## src/rtl/sdram_init_pkg.sv

```systemverilog
package sdram_init_pkg;

  typedef enum logic [1:0] {
    CMD_NOP  = 2'd0,
    CMD_PALL = 2'd1,
    CMD_REF  = 2'd2,
    CMD_MRS  = 2'd3
  } mem_cmd_e;

  typedef enum logic [2:0] {
    ST_IDLE,
    ST_CALC,
    ST_PALL,
    ST_WAIT1,
    ST_WAIT2,
    ST_MRS,
    ST_DONE
  } seq_state_e;

  // Controller configuration word, most significant field first.
  typedef struct packed {
    logic       mset;   // [24] mode-set enabled
    logic       rfsh;   // [23] auto-refresh enabled
    logic [7:0] rcmp;   // [22:15] refresh compare
    logic [2:0] trc;    // [14:12] row cycle code
    logic [1:0] twr;    // [11:10] write recovery
    logic [2:0] trp;    // [9:7] precharge
    logic [1:0] trcd;   // [6:5] ras-to-cas
    logic [2:0] tras;   // [4:2] tras minus 4
    logic [1:0] cl;     // [1:0] latency code
  } cfg_word_t;

  localparam int CFG_W = $bits(cfg_word_t);
  localparam int MODE_W = 9;
  localparam logic [2:0] BURST4_CODE = 3'b010;

endpackage

```

## src/rtl/seq_div.sv

```systemverilog
module seq_div #(
  parameter int W = 32
) (
  input  logic         clk,
  input  logic         rst_n,
  input  logic         load,
  input  logic [W-1:0] num,
  input  logic [W-1:0] den,
  output logic [W-1:0] quo,
  output logic         busy
);
  localparam int CW = $clog2(W + 1);

  logic [W-1:0]  rem_q, quo_q, den_q;
  logic [CW-1:0] cnt_q;
  logic [W:0]    shifted;
  logic [W:0]    diff;
  logic          fits;

  always_comb begin
    shifted = {rem_q, quo_q[W-1]};
    fits    = shifted >= {1'b0, den_q};
    diff    = shifted - {1'b0, den_q};
  end

  always_ff @(posedge clk) begin
    if (!rst_n) begin
      rem_q <= '0;
      quo_q <= '0;
      den_q <= '0;
      cnt_q <= '0;
    end else if (load) begin
      rem_q <= '0;
      quo_q <= num;
      den_q <= den;
      cnt_q <= CW'(W);
    end else if (cnt_q != '0) begin
      rem_q <= fits ? diff[W-1:0] : shifted[W-1:0];
      quo_q <= {quo_q[W-2:0], fits};
      cnt_q <= cnt_q - 1'b1;
    end
  end

  assign quo  = quo_q;
  assign busy = (cnt_q != '0);


  div_hold_chk: assert property (@(posedge clk) disable iff (!rst_n)
    (!busy && !load) |=> $stable(quo));

endmodule

```

## src/rtl/timing_field_enc.sv

```systemverilog
module timing_field_enc
  import sdram_init_pkg::*;
#(
  parameter int W = 32
) (
  input  logic [W-1:0] q_ras,
  input  logic [W-1:0] q_rcd,
  input  logic [W-1:0] q_rp,
  input  logic [W-1:0] q_wr,
  input  logic [W-1:0] q_rc,
  input  logic [W-1:0] q_ref,
  input  logic         cas3,
  output cfg_word_t    enc_o
);
  logic [W-1:0] ras_off;
  logic [3:0]   rc_n;
  logic [4:0]   rc_np1;
  logic [W-1:0] ref_blk;

  always_comb begin
    enc_o      = '0;
    enc_o.cl   = cas3 ? 2'd2 : 2'd1;

    ras_off = q_ras - W'(4);
    if (q_ras < W'(4))       enc_o.tras = 3'd0;
    else if (q_ras > W'(11)) enc_o.tras = 3'd7;
    else                     enc_o.tras = ras_off[2:0];

    enc_o.trcd = (q_rcd > W'(3)) ? 2'd3 : q_rcd[1:0];
    enc_o.trp  = (q_rp  > W'(7)) ? 3'd7 : q_rp[2:0];
    enc_o.twr  = (q_wr  > W'(3)) ? 2'd3 : q_wr[1:0];

    rc_n      = (q_rc > W'(14)) ? 4'd14 : q_rc[3:0];
    rc_np1    = {1'b0, rc_n} + 5'd1;
    enc_o.trc = rc_np1[3:1];

    ref_blk = q_ref >> 6;
    if (ref_blk >= W'(255)) enc_o.rcmp = 8'hFF;
    else                    enc_o.rcmp = ref_blk[7:0] + 8'd1;
  end

endmodule

```

## src/rtl/refresh_timer.sv

```systemverilog
module refresh_timer #(
  parameter int PRESC_W = 6,
  parameter int CMP_W   = 8
) (
  input  logic             clk,
  input  logic             rst_n,
  input  logic             en,
  input  logic [CMP_W-1:0] cmp,
  output logic             fire
);
  logic [PRESC_W-1:0] presc_q;
  logic [CMP_W-1:0]   cnt_q;
  logic               fire_q;
  logic               tick;

  assign tick = en && (presc_q == '1);

  always_ff @(posedge clk) begin
    if (!rst_n || !en) begin
      presc_q <= '0;
      cnt_q   <= '0;
      fire_q  <= 1'b0;
    end else begin
      presc_q <= presc_q + 1'b1;
      fire_q  <= 1'b0;
      if (tick) begin
        if (cnt_q == CMP_W'(cmp - 1'b1)) begin
          cnt_q  <= '0;
          fire_q <= 1'b1;
        end else begin
          cnt_q <= cnt_q + 1'b1;
        end
      end
    end
  end

  assign fire = fire_q;


  refresh_gap_chk: assert property (@(posedge clk) disable iff (!rst_n)
    fire |=> !fire);


  fire_needs_en_chk: assert property (@(posedge clk) disable iff (!rst_n)
    fire |-> en);

endmodule

```

## src/rtl/sdram_bringup_seq.sv

```systemverilog
module sdram_bringup_seq
  import sdram_init_pkg::*;
#(
  parameter int NS_W    = 32,
  parameter int PER_W   = 8,
  parameter int ADDR_W  = 13,
  parameter int WAIT_NS = 200000
) (
  input  logic              clk,
  input  logic              rst_n,
  input  logic              start,
  input  logic [PER_W-1:0]  period_ns,
  input  logic [NS_W-1:0]   tras_ns,
  input  logic [NS_W-1:0]   trcd_ns,
  input  logic [NS_W-1:0]   trp_ns,
  input  logic [NS_W-1:0]   twr_ns,
  input  logic [NS_W-1:0]   tref_ns,
  input  logic              cas3,
  input  logic              bus32,
  output logic [1:0]        cmd_o,
  output logic [ADDR_W-1:0] maddr_o,
  output logic [24:0]       cfg_o,
  output logic              done_o
);
  localparam int NJOB  = 6;
  localparam int ACC_W = $clog2(WAIT_NS + (1 << PER_W)) + 1;

  seq_state_e       state_q;
  cfg_word_t        cfg_q;
  cfg_word_t        enc_w;
  logic             rfsh_en_q;
  logic             cas3_q, bus32_q;
  logic [PER_W-1:0] period_q;
  logic [ACC_W-1:0] acc_q, acc_nxt;
  logic             wait_hit;
  logic             load;
  logic             fire;
  mem_cmd_e         cmd_w;

  logic [NS_W-1:0]  div_num [NJOB];
  logic [NS_W-1:0]  div_quo [NJOB];
  logic [NJOB-1:0]  div_busy;

  assign load = start && (state_q == ST_IDLE);

  assign div_num[0] = tras_ns;
  assign div_num[1] = trcd_ns;
  assign div_num[2] = trp_ns;
  assign div_num[3] = twr_ns;
  assign div_num[4] = tras_ns + trp_ns;
  assign div_num[5] = tref_ns;

  for (genvar g = 0; g < NJOB; g++) begin : g_div
    seq_div #(.W(NS_W)) u_div (
      .clk  (clk),
      .rst_n(rst_n),
      .load (load),
      .num  (div_num[g]),
      .den  (NS_W'(period_ns)),
      .quo  (div_quo[g]),
      .busy (div_busy[g])
    );
  end

  timing_field_enc #(.W(NS_W)) u_enc (
    .q_ras(div_quo[0]),
    .q_rcd(div_quo[1]),
    .q_rp (div_quo[2]),
    .q_wr (div_quo[3]),
    .q_rc (div_quo[4]),
    .q_ref(div_quo[5]),
    .cas3 (cas3_q),
    .enc_o(enc_w)
  );

  refresh_timer #(.PRESC_W(6), .CMP_W(8)) u_rfsh (
    .clk  (clk),
    .rst_n(rst_n),
    .en   (rfsh_en_q),
    .cmp  (cfg_q.rcmp),
    .fire (fire)
  );

  assign acc_nxt  = acc_q + ACC_W'(period_q);
  assign wait_hit = acc_nxt >= ACC_W'(WAIT_NS);

  always_ff @(posedge clk) begin
    if (!rst_n) begin
      state_q   <= ST_IDLE;
      cfg_q     <= '0;
      rfsh_en_q <= 1'b0;
      cas3_q    <= 1'b0;
      bus32_q   <= 1'b0;
      period_q  <= '0;
      acc_q     <= '0;
    end else begin
      case (state_q)
        ST_IDLE: if (start) begin
          state_q  <= ST_CALC;
          cas3_q   <= cas3;
          bus32_q  <= bus32;
          period_q <= period_ns;
        end
        ST_CALC: if (div_busy == '0) begin
          state_q <= ST_PALL;
          cfg_q   <= enc_w;
        end
        ST_PALL: begin
          state_q <= ST_WAIT1;
          acc_q   <= '0;
        end
        ST_WAIT1: begin
          if (wait_hit) begin
            state_q    <= ST_WAIT2;
            acc_q      <= '0;
            rfsh_en_q  <= 1'b1;
            cfg_q.rfsh <= 1'b1;
          end else begin
            acc_q <= acc_nxt;
          end
        end
        ST_WAIT2: begin
          if (wait_hit) begin
            state_q    <= ST_MRS;
            cfg_q.mset <= 1'b1;
          end else begin
            acc_q <= acc_nxt;
          end
        end
        ST_MRS: if (!fire) state_q <= ST_DONE;
        default: state_q <= state_q;
      endcase
    end
  end

  always_comb begin
    if (fire) cmd_w = CMD_REF;
    else begin
      case (state_q)
        ST_PALL: cmd_w = CMD_PALL;
        ST_MRS:  cmd_w = CMD_MRS;
        default: cmd_w = CMD_NOP;
      endcase
    end
  end

  logic [MODE_W-1:0] mode_val;
  assign mode_val = {2'b00, (cas3_q ? 3'd3 : 3'd2), 1'b0, BURST4_CODE};

  assign cmd_o   = cmd_w;
  assign maddr_o = (state_q == ST_MRS && !fire)
                   ? (ADDR_W'(mode_val) << (bus32_q ? 2 : 1)) : '0;
  assign cfg_o   = cfg_q;
  assign done_o  = (state_q == ST_DONE);


  done_hold_chk: assert property (@(posedge clk) disable iff (!rst_n)
    done_o |=> done_o);


  done_rise_chk: assert property (@(posedge clk) disable iff (!rst_n)
    $rose(done_o) |-> ($past(cmd_o) == CMD_MRS));


  addr_quiet_chk: assert property (@(posedge clk) disable iff (!rst_n)
    (cmd_o != CMD_MRS) |-> (maddr_o == '0));


  pall_no_rfsh_chk: assert property (@(posedge clk) disable iff (!rst_n)
    (cmd_o == CMD_PALL) |-> !rfsh_en_q);


  mrs_after_rfsh_chk: assert property (@(posedge clk) disable iff (!rst_n)
    (cmd_o == CMD_MRS) |-> (rfsh_en_q && cfg_o[23]));


  cfg_frozen_chk: assert property (@(posedge clk) disable iff (!rst_n)
    done_o |-> $stable(cfg_o));

endmodule

```

## config.mk

```make
export PLATFORM = sky130hd
export DESIGN_NAME = sdram_bringup_seq
export DESIGN_NICKNAME = d
export VERILOG_FILES = /design/src/rtl/sdram_init_pkg.sv /design/src/rtl/seq_div.sv /design/src/rtl/timing_field_enc.sv /design/src/rtl/refresh_timer.sv /design/src/rtl/sdram_bringup_seq.sv
export SDC_FILE = /design/constraint.sdc
export NUM_CORES = 1
export LEC_CHECK = 0
export ABC_AREA = 1
export CORE_UTILIZATION = 60
export DETAILED_ROUTE_END_ITERATION = 6
export GPL_TIMING_DRIVEN = 0
export HOLD_SLACK_MARGIN = 0.1
export PLACE_DENSITY_LB_ADDON = 0.25
export SYNTH_ARGS = -nofsm -noshare
export SYNTH_HDL_FRONTEND = slang
export SYNTH_SLANG_ARGS = --single-unit
export TNS_END_PERCENT = 1
```

## constraint.sdc

```tcl
create_clock -name clk -period 4.1 [get_ports clk]
set_clock_uncertainty 0.15 [all_clocks]
set_input_delay 0.82 -clock clk [delete_from_list [all_inputs] [get_ports clk]]
set_output_delay 0.82 -clock clk [all_outputs]
set_load 0.02 [all_outputs]
```

Word level (Yosys, flattened, before mapping)
Cells that the tools add are included.

operators by class
  shift-type cells = 1
  add/sub/neg operators = 20
  reductions and logical operators = 34
  equal/unequal tests = 14
  bitwise gates (word level) = 2
  muxes and demuxes = 58
  magnitude comparators = 14

operator list
  cell                                                                  count
  two-way mux 32 bit                                                    18
  greater-or-equal comparator 33 x 8 -> 1 bit                           6
  subtractor 32 x 8 -> 32 bit                                           6
  two-way mux 6 bit                                                     12
  greater-than comparator 32 x 2 -> 1 bit (second input constant)       2
  greater-than comparator 32 x 4 -> 1 bit (second input constant)       2
  one-hot mux 19 bit (3 select lines)                                   1
  nonzero test 6 bit                                                    7
  two-way mux 19 bit                                                    2
  subtractor 6 x 1 -> 6 bit (second input constant)                     6
  adder 32 bit                                                          1
  greater-than comparator 32 x 3 -> 1 bit (second input constant)       1
  < comparator 32 x 3 -> 1 bit (second input constant)                  1
  greater-or-equal comparator 26 x 8 -> 1 bit (second input constant)   1
  two-way mux 25 bit                                                    1
  two-way mux 3 bit                                                     8
  adder 19 x 8 -> 19 bit                                                1
  greater-or-equal comparator 19 x 18 -> 1 bit (second input constant)  1
  one-hot mux 3 bit (6 select lines)                                    1
  adder 8 x 1 -> 8 bit (second input constant)                          2
  two-way mux 8 bit                                                     2
  nonzero test 2 bit                                                    8
  two-way mux 13 bit                                                    1
  << shifter 6 x 2 -> 13 bit                                            1
  other kinds (26)                                                      51

word-level totals
  input port bits = 173
  flip-flop bits (word level) = 501
  output and inout port bits = 41
  word-level logic and storage cells = 186

Logic depth before layout (Yosys ltp)
Gate-level depths: netlist of the first run.

  depth after elaboration = 5
  depth in mapped cells = 21
  depth with buffers taken out = 19

By module
Synthesis of the first run repeated with hierarchy kept, for this count alone.

unflattened totals
  cell total of the unflattened synthesis = 7517
  area, all modules = 47411.7 um^2

by module, submodules not included
  module                        area an instance (um^2)  instances  cells each  seq. area each (um^2)
  seq_div (g_div[0].u_div ...)  6766.5                   4          1054        2042.0
  seq_div (g_div[2].u_div)      6698.9                   1          1075        2042.0
  seq_div (g_div[1].u_div)      6691.4                   1          1054        2042.0
  sdram_bringup_seq             4962.3                   1          792         1161.1
  timing_field_enc              1011.0                   1          224         0.0
  refresh_timer                 982.2                    1          156         300.3

Worst setup path after synthesis of the first run
Ideal clock, no wire load.

  path type = register to register
  from = register period_q[1]
  to = register acc_q[16]
  arrival = 2.745 ns
  library setup time = 0.117 ns
  cell stages (with the launch flop) = 21
  buffers on the path = 2
  path slack = 1.088 ns
  clock period less this slack = 3.012 ns
  required time = 3.833 ns
  cells stage by stage = dfxtp_1 > inv_1 > fa_1 > inv_1 > nand3_1 > nand3_1 > nand2_1 > nand2_1 > nand3_1 > nand2_1 > inv_1 > nor2_1 > nand2_1 > nand2_2 > nand3_2 > nand2_2 > buf_6 > inv_6 > buf_8 > a21oi_1 > nor2_1

between the ends
  cells in the longest elaborated chain, start to end = 4
  elaborated cells between the ends (all ways) = 7
  those cells by class = 1 x add/sub; 1 x order compare; 1 x eq/ne; 3 x mux; 1 x reduce/logical

RTL lines
  what                                                                               line                      RTL
  start: declaration                                                                 sdram_bringup_seq.sv:33   logic [PER_W-1:0] period_q;
  start signal: assignment                                                           sdram_bringup_seq.sv:102  period_q <= period_ns;
  adder 19 x 8 -> 19 bit *                                                           sdram_bringup_seq.sv:84   assign acc_nxt = acc_q + ACC_W'(period_q);
  greater-or-equal comparator 19 x 18 -> 1 bit                                       sdram_bringup_seq.sv:85   assign wait_hit = acc_nxt >= ACC_W'(WAIT_NS);
  two-way mux 19 bit / inequality test 2 bit (equally long branches)                 n/a
  one-hot mux 19 bit (3 select lines) / AND reduction 2 bit (equally long branches)  n/a
  end signal: assignment                                                             sdram_bringup_seq.sv:119  acc_q <= acc_nxt;
  end signal: assignment                                                             sdram_bringup_seq.sv:127  acc_q <= acc_nxt;
  end: declaration                                                                   sdram_bringup_seq.sv:34   logic [ACC_W-1:0] acc_q, acc_nxt;

Mark *: on every way between the ends. The rest lies on a longest branch, timed or not. The select of a mux whose other input is x is not followed.
A chain may end at the register's enable or synchronous reset.

Worst setup path in the final report of the first run
  from = input port start
  to = register g_div[0].u_div.rem_q[30]

between the ends
  cells in the longest elaborated chain, start to end = 2

RTL lines
  what                                 line                     RTL
  start: declaration                   sdram_bringup_seq.sv:11  input logic start,
  logical AND 1 bit                    sdram_bringup_seq.sv:44  assign load = start && (state_q == ST_IDLE);
  OR reduction 2 bit (no source line)  n/a
  end signal: assignment               seq_div.sv:38            rem_q <= fits ? diff[W-1:0] : shifted[W-1:0];
  end: declaration                     seq_div.sv:14            logic [W-1:0] rem_q, quo_q, den_q;

Every way passes these cells.

==> results of run 1 <==
-- flip-flops by register name, summed over array words and instances, names as in the netlist --
register,count
acc_q,19
bus32_q,1
cas3_q,1
cfg_o,25
g_div.u_div.cnt_q,36
g_div.u_div.quo,192
g_div.u_div.rem_q,192
period_q,8
rfsh_en_q,1
state_q,3
u_rfsh.cnt_q,8
u_rfsh.fire,1
u_rfsh.presc_q,6
-- cell type report --
cell class	count	area, sq um	share of cell area, %
multi-input combinational	3244	17000	49.8
sequential	493	9870	29.0
timing repair buffer	206	2060	6.04
inverter	483	1820	5.35
clock buffer	67	1450	4.25
buffer	180	772	2.27
tap	615	769	2.26
clock inverter	31	354	1.04
antenna	1	2.50	0.00735
-- report_power, final --
group | leakage, nW | internal [W] | switching, W
Clock | 0.894 | 0.00289 | 0.00215
Combinational | 9.92 | 0.00579 | 0.0118
Sequential | 4.04 | 0.00639 | 0.00146
Total | 14.9 | 0.0151 | 0.0154
-- what timing repair did --
action / in CTS / in global routing
hold endpoints to repair: 0 / 0
setup endpoints to repair: 189 / 89
setup buffers: 0 / 2
resized for setup: 1 / 2
-- worst max-delay path: stages --
cell and delay, ns:
clkdlybuf4s50_1 0.55, nand3_1 0.23, clkbuf_1 0.39, nand2_1 0.49
clkbuf_1 0.84, clkbuf_1 0.94, a211oi_1 0.12
-- stage by stage --
step / util, % / total power [W] / instance area (sq um) / std cells / hold WS (ns)
floorplan: - / 0.0201 / 29400 / 4400 / 0.268
global placement: 67.1 / 0.0246 / 32200 / 5219 / 0.281
detailed placement: 67.1 / 0.0248 / 32200 / 5219 / 0.289
CTS: 70.8 / 0.0300 / 34000 / 5317 / 0.302
global route: 70.9 / 0.0327 / 34000 / 5319 / 0.328
finish: 70.9 / 0.0305 / 34000 / 5320 / 0.304
-- cells by family (layout without fill, tap and decap cells) --
logic type / after synthesis / after routing / synth area share, %
compound gates: 1013 / 1013 / 19.3
fa+ha+maj: 108 / 108 / 4.80
xor+xnor: 204 / 204 / 6.08
other cells: 1 / 9 / 0.0128
flops: 493 / 493 / 33.6
simple gates: 1907 / 1907 / 27.3
buf+inv: 663 / 967 / 8.81
mux: 4 / 4 / 0.136
-- synthesized netlist by cell type, drive strengths merged (3+ instances only) --
library cell	instances	area, sq um
nor2	472	1800
o22ai	11	68.8
nand4	73	457
nand3b	11	82.6
a21oi	390	1950
a221oi	6	52.6
a21o	12	90.1
a22oi	40	300
o21a	5	37.5
nor3	67	335
nand2	1005	3790
buf	42	253
inv	478	1800
or2	24	150
fa	8	160
dfxtp	493	9870
clkinv	5	18.8
clkbuf	138	519
ha	100	1250
and2	3	18.8
a211oi	12	90.1
o221ai	5	43.8
nor4	58	369
nor3b	4	30.0
o2111ai	10	87.6
nand3	188	966
xor2	107	937
a31oi	135	845
o21bai	8	60.1
mux2i	4	40.0
o21ai	329	1650
xnor2	97	850
o211ai	39	293
-- metal layers --
metal,global-route usage [%],vias to the layer above,part of all wire [%]
met5,0,-,0.0082
met1,50.9,14500,42
met3,6.07,270,10
met2,60.9,1607,44
li1,-,15200,-
met4,16.2,2,4.1
-- path summary, 6_finish.rpt --
kind | from | to | slack, ns | cells after the start
worst max-delay path | start | g_div[0].u_div.rem_q[30]$_SDFFE_PP0P_ | -0.006 | 7
worst min-delay path | u_rfsh.presc_q[0]$_SDFF_PP0_ | u_rfsh.presc_q[0]$_SDFF_PP0_ | 0.30 | 1
worst max register to register | period_q[1]$_SDFFE_PN0P_ | g_div[3].u_div.rem_q[1]$_SDFFE_PP0P_ | 0.19 | 16
worst min register to register | u_rfsh.presc_q[0]$_SDFF_PP0_ | u_rfsh.presc_q[0]$_SDFF_PP0_ | 0.30 | 1
==> impl_results.md, run 1 <==
* Status: finished, violations left
* Failing checks: negative setup slack
* # DRC at 0
* Grt ovf at 0
* Initial core utilization at 61.2%
* Largest net degree at the start of global routing at 15
* Core area at 48000 sq um
* Area Growth Syn to Fin at 15.9%
* Initial antenna violation count at 1
* Final setup viols at 1
* Overall routing resource usage at 38.1%
* Die H at 223 um
* Die W at 223 um
* Max Slew Vio Count at 0
* Most common cell after layout, fill and taps aside: nand2_1
* Pre-CTS setup slack at -0.440 ns
* Async set-reset flop share out of synthesis at 0%
* Cts bufs inserted at 52
* Worst-path fanout max at 10
* Setup TNS at -0.00551 ns
* Vias in the first global route at 29100
* Flops & latches, synth at 493
* Port Buffer Count at 204
* Slew HR at 21.2%
* Fillers at 4122
* Post-synth EDFFs at 0
* Register area share after synthesis at 33.6%
* CP startpoint kind: input pin
* Arr. time, crit path at 4.41 ns
* Max-Cap Viols at 0
* Worst hold path class: reg2reg
* Cell count after synthesis at 4393
* Clock slew at reported path FFs at 0.07 ns
* Synthesized cell area at 29400 sq um
* Routed Antenna Nets at 0
* Top FF cell, synth: dfxtp_1
* Drt first pass iters at 6
* Synth cell types at 58
* Row count at 80
* Fin nets at 4941
* Final WS setup at -0.00551 ns
* Clock Sink Count at 493
* CTS tree: yes
* Clk_lat worst skew at 0.64 ns
* Die ar. at 49900 sq um
* Routed WL at 97.1 mm
* Root Buffer: clkbuf_16
* WL/cell at 18.3 um
* IO Pins at 214
* Via density at 5.94
* First-pass GRT wire length at 152 mm
* Fin. Hold Viols at 0
* Synth warn at 0
* Power per standard cell area at 895 nW/um^2
* Unrepaired setup endpoints after global routing: false
* Final cycle utilization of the critical path at 100%
* HPWL after DPL at 72.9 mm
* H-tree levels at 2
* Req. time, crit path at 4.40 ns
* Avg Inst Size Synth at 6.69 sq um
* Fin crit period at 4.11 ns
* CTS Buffer Depth at 3
* Fmax at 0.244 GHz
* DR iter-0 viols at 3323
* Hold_buf cts at 0
* CP endpoint kind: flop
* Fraction of layout instances using a drive strength above 1 at 4.02%
* Slew @ Worst Pin at 1.18 ns
* Most frequent cells in the layout: nand2_1, dfxtp_1, inv_1
* Max IR drop VDD at 471 uV
* GPL Wtd Cong at 1.03
* Crit Path Category: in2reg
* Vias at 31600
* Pleak at 14.9 nW
No activity file was read; power rests on OpenSTA's default activity.
==> run 2, diff against run 1 <==
- PLACE_DENSITY: not set -> 0.78
- PLACE_DENSITY_LB_ADDON: 0.25 -> not set
==> run 2 against run 1 <==
Effect of this change:
- the flow finishes with violations (design-rule violations)
- via count fell by 0.98%
- wire length rose by 0.51%
- largest cell class unchanged
- worst hold slack improved by 0.0056 ns
- first-iteration DRC count fell by 0.15%
- critical path type is now reg2reg
==> impl_results.md, run 2 (synthesized netlist as in run 1, its figures left out) <==
* Post-CTS Setup Inserts at 0 (unchanged)
* Clk_lat worst skew at 0.64 ns (about the same)
* Power per standard cell area at 894 nW/um^2 (-0.19%)
* Hold Startpoint: g_div[1].u_div.cnt_q[0]$_SDFFE_PP0P_
* Fin. Hold Viols at 0 (unchanged)
* Pleak at 14.9 nW (about the same)
* Failing checks: design-rule violations
* Hold Path Stages at 1 (unchanged)
* Port Buffer Count at 204 (unchanged)
* HPWL after DPL at 73.6 mm (+0.95%)
* Fin crit period at 4.01 ns (-0.0978 ns)
* Initial core utilization at 61.2% (unchanged)
* Most frequent cells in the layout: nand2_1, dfxtp_1, inv_1
* Final cycle utilization of the critical path at 97.7% (-2.4 points)
* Final setup viols at 0 (-1)
* IO Pins at 214 (unchanged)
* Clock slew at reported path FFs at 0.06 ns (about the same)
* Max-Cap Viols at 0 (unchanged)
* Core area at 48000 sq um (unchanged)
* Via density at 5.88 (-0.95%)
* Root Buffer: clkbuf_16
* Fmax at 0.250 GHz (+2.4%)
* Worst-path fanout max at 10 (unchanged)
* Vias at 31300 (-0.98%)
* Arr. time, crit path at 4.38 ns (-0.03 ns)
* Unrepaired setup endpoints after global routing: true
* Crit Path Category: reg2reg
* Reg2reg end: g_div[4].u_div.rem_q[0]$_SDFFE_PP0P_
* Row count at 80 (unchanged)
* Post-route design area at 34100 sq um (about the same)
* Worst reg2reg startpoint: period_q[1]$_SDFFE_PN0P_
* CP startpoint kind: flop
* Slew @ Worst Pin at 1.16 ns (-0.0175 ns)
* Dpl cell area at 32200 sq um (unchanged)
* Clock Sink Count at 493 (unchanged)
* CP startpoint: period_q[1]$_SDFFE_PN0P_
* FF-to-FF path depth at 17 (+1)
* Slew HR at 22.3% (+1.2 points)
* DR iter-0 viols at 3318 (-0.15%)
* CTS Buffer Depth at 3 (unchanged)
* R2R setup slack at 0.09 ns (-0.10 ns)
* Worst hold path class: reg2reg
* Post-layout utilization of the core at 70.9% (about the same)
* Vias in the first global route at 28900 (-0.46%)
* Most common cell after layout, fill and taps aside: nand2_1
* Area Growth Syn to Fin at 15.9% (about the same)
* Cts bufs inserted at 53 (+1.9%)
* GPL Wtd Cong at 1.03 (+0.58%)
* # DRC at 3 (+3)
* Largest net degree at the start of global routing at 16 (+1)
* Routed WL at 97.6 mm (+0.51%)
* H-tree levels at 2 (unchanged)
* Fin nets at 4940 (-0.020%)
* CP endpoint kind: flop
* Drt first pass iters at 7 (+1)
* Fillers at 4191 (+1.7%)
* Die W at 223 um (unchanged)
* Routed Antenna Nets at 0 (unchanged)
* Hold path endpoint: g_div[1].u_div.cnt_q[0]$_SDFFE_PP0P_
* Max Slew Vio Count at 0 (unchanged)
* Max IR drop VDD at 523 uV (+11%)
* Status: finished, violations left
* Fraction of layout instances using a drive strength above 1 at 3.83% (-0.19 points)
* Initial antenna violation count at 1 (unchanged)
* Overall routing resource usage at 38.3% (+0.20 points)
* Die ar. at 49900 sq um (unchanged)
* First-pass GRT wire length at 153 mm (+0.35%)
* CTS tree: yes
* Grt ovf at 0 (unchanged)
* Die H at 223 um (unchanged)
* WL/cell at 18.4 um (+0.55%)
* Req. time, crit path at 4.48 ns (+0.08 ns)
==> run 2: per-layer routing <==
metal  wire length [um]  track usage, %  share of wire, %
met5                  8               0            0.0082
met4               3790            15.5               3.9
met3               9560            6.65               9.8
met2              42900            60.6                44
met1              41300            51.7                42
==> run 2: how the worst max path moves through the flow <==
stage | cells past startpoint | slack, ns | endpoint
after floorplan | 20 | 1.09 | acc_q[16]$_SDFFE_PN0P_
after global placement | 17 | -0.29 | g_div[4].u_div.quo[0]$_SDFFE_PN0P_
after detailed placement | 13 | -0.27 | g_div[2].u_div.quo[0]$_SDFFE_PN0P_
after CTS | 13 | 0.12 | g_div[2].u_div.quo[0]$_SDFFE_PN0P_
after global routing | 17 | -0.13 | g_div[4].u_div.quo[0]$_SDFFE_PN0P_
final | 17 | 0.09 | g_div[4].u_div.rem_q[0]$_SDFFE_PP0P_
==> run 2: timing repair <==
action,CTS,global route
hold buffers,0,0
pin swaps,0,0
resized for setup,1,2
setup endpoints to repair,166,61
==> run 2: area by class of cell <==
class                      instances  area [sq um]  share of cell area (%)
buffer                           180           772                    2.27
antenna                            1          2.50                 0.00735
tap                              615           769                    2.26
sequential                       493          9870                    29.0
timing repair buffer             204          2040                    6.00
clock buffer                      76          1520                    4.47
multi-input combinational       3244         17000                    49.8
clock inverter                    22           303                   0.889
inverter                         483          1820                    5.34
==> run 2: metrics by stage <==
stage / cells / total power (W) / setup WS (ns) / hold WS (ns) / TNS, ns
3_5_place_dp: 5219 / 0.0248 / -0.270 / 0.301 / -20.16
5_1_grt: 5317 / 0.0327 / -0.129 / 0.333 / -3.24
3_3_place_gp: 5219 / 0.0246 / -0.287 / 0.288 / -22.77
4_1_cts: 5317 / 0.0300 / 0.125 / 0.310 / 0
6_report: 5318 / 0.0304 / 0.0923 / 0.310 / 0
2_1_floorplan: 4400 / 0.0201 / 1.09 / 0.268 / 0
==> run 2: critical path, stage by stage (launching register included) <==
cell and delay [ns]:
dfxtp_2 0.66, inv_1 0.49, ha_1 0.42, inv_1 0.09, nor2_1 0.04, o21ai_0 0.15, nand2_1 0.16, nand2_1 0.09
nand2_1 0.08, inv_1 0.11, o21ai_1 0.15, nor2_1 0.28, nand2_1 0.20, nor2_4 0.24, inv_1 0.14, buf_4 0.21
nor2_1 0.14, o22ai_1 0.10
==> run 2: report_power, final <==
part / switching (W) / leakage (nW) / internal [W]
combinational: 0.0118 / 9.92 / 0.00578
sequential: 0.00144 / 4.04 / 0.00639
clock: 0.00214 / 0.894 / 0.00292
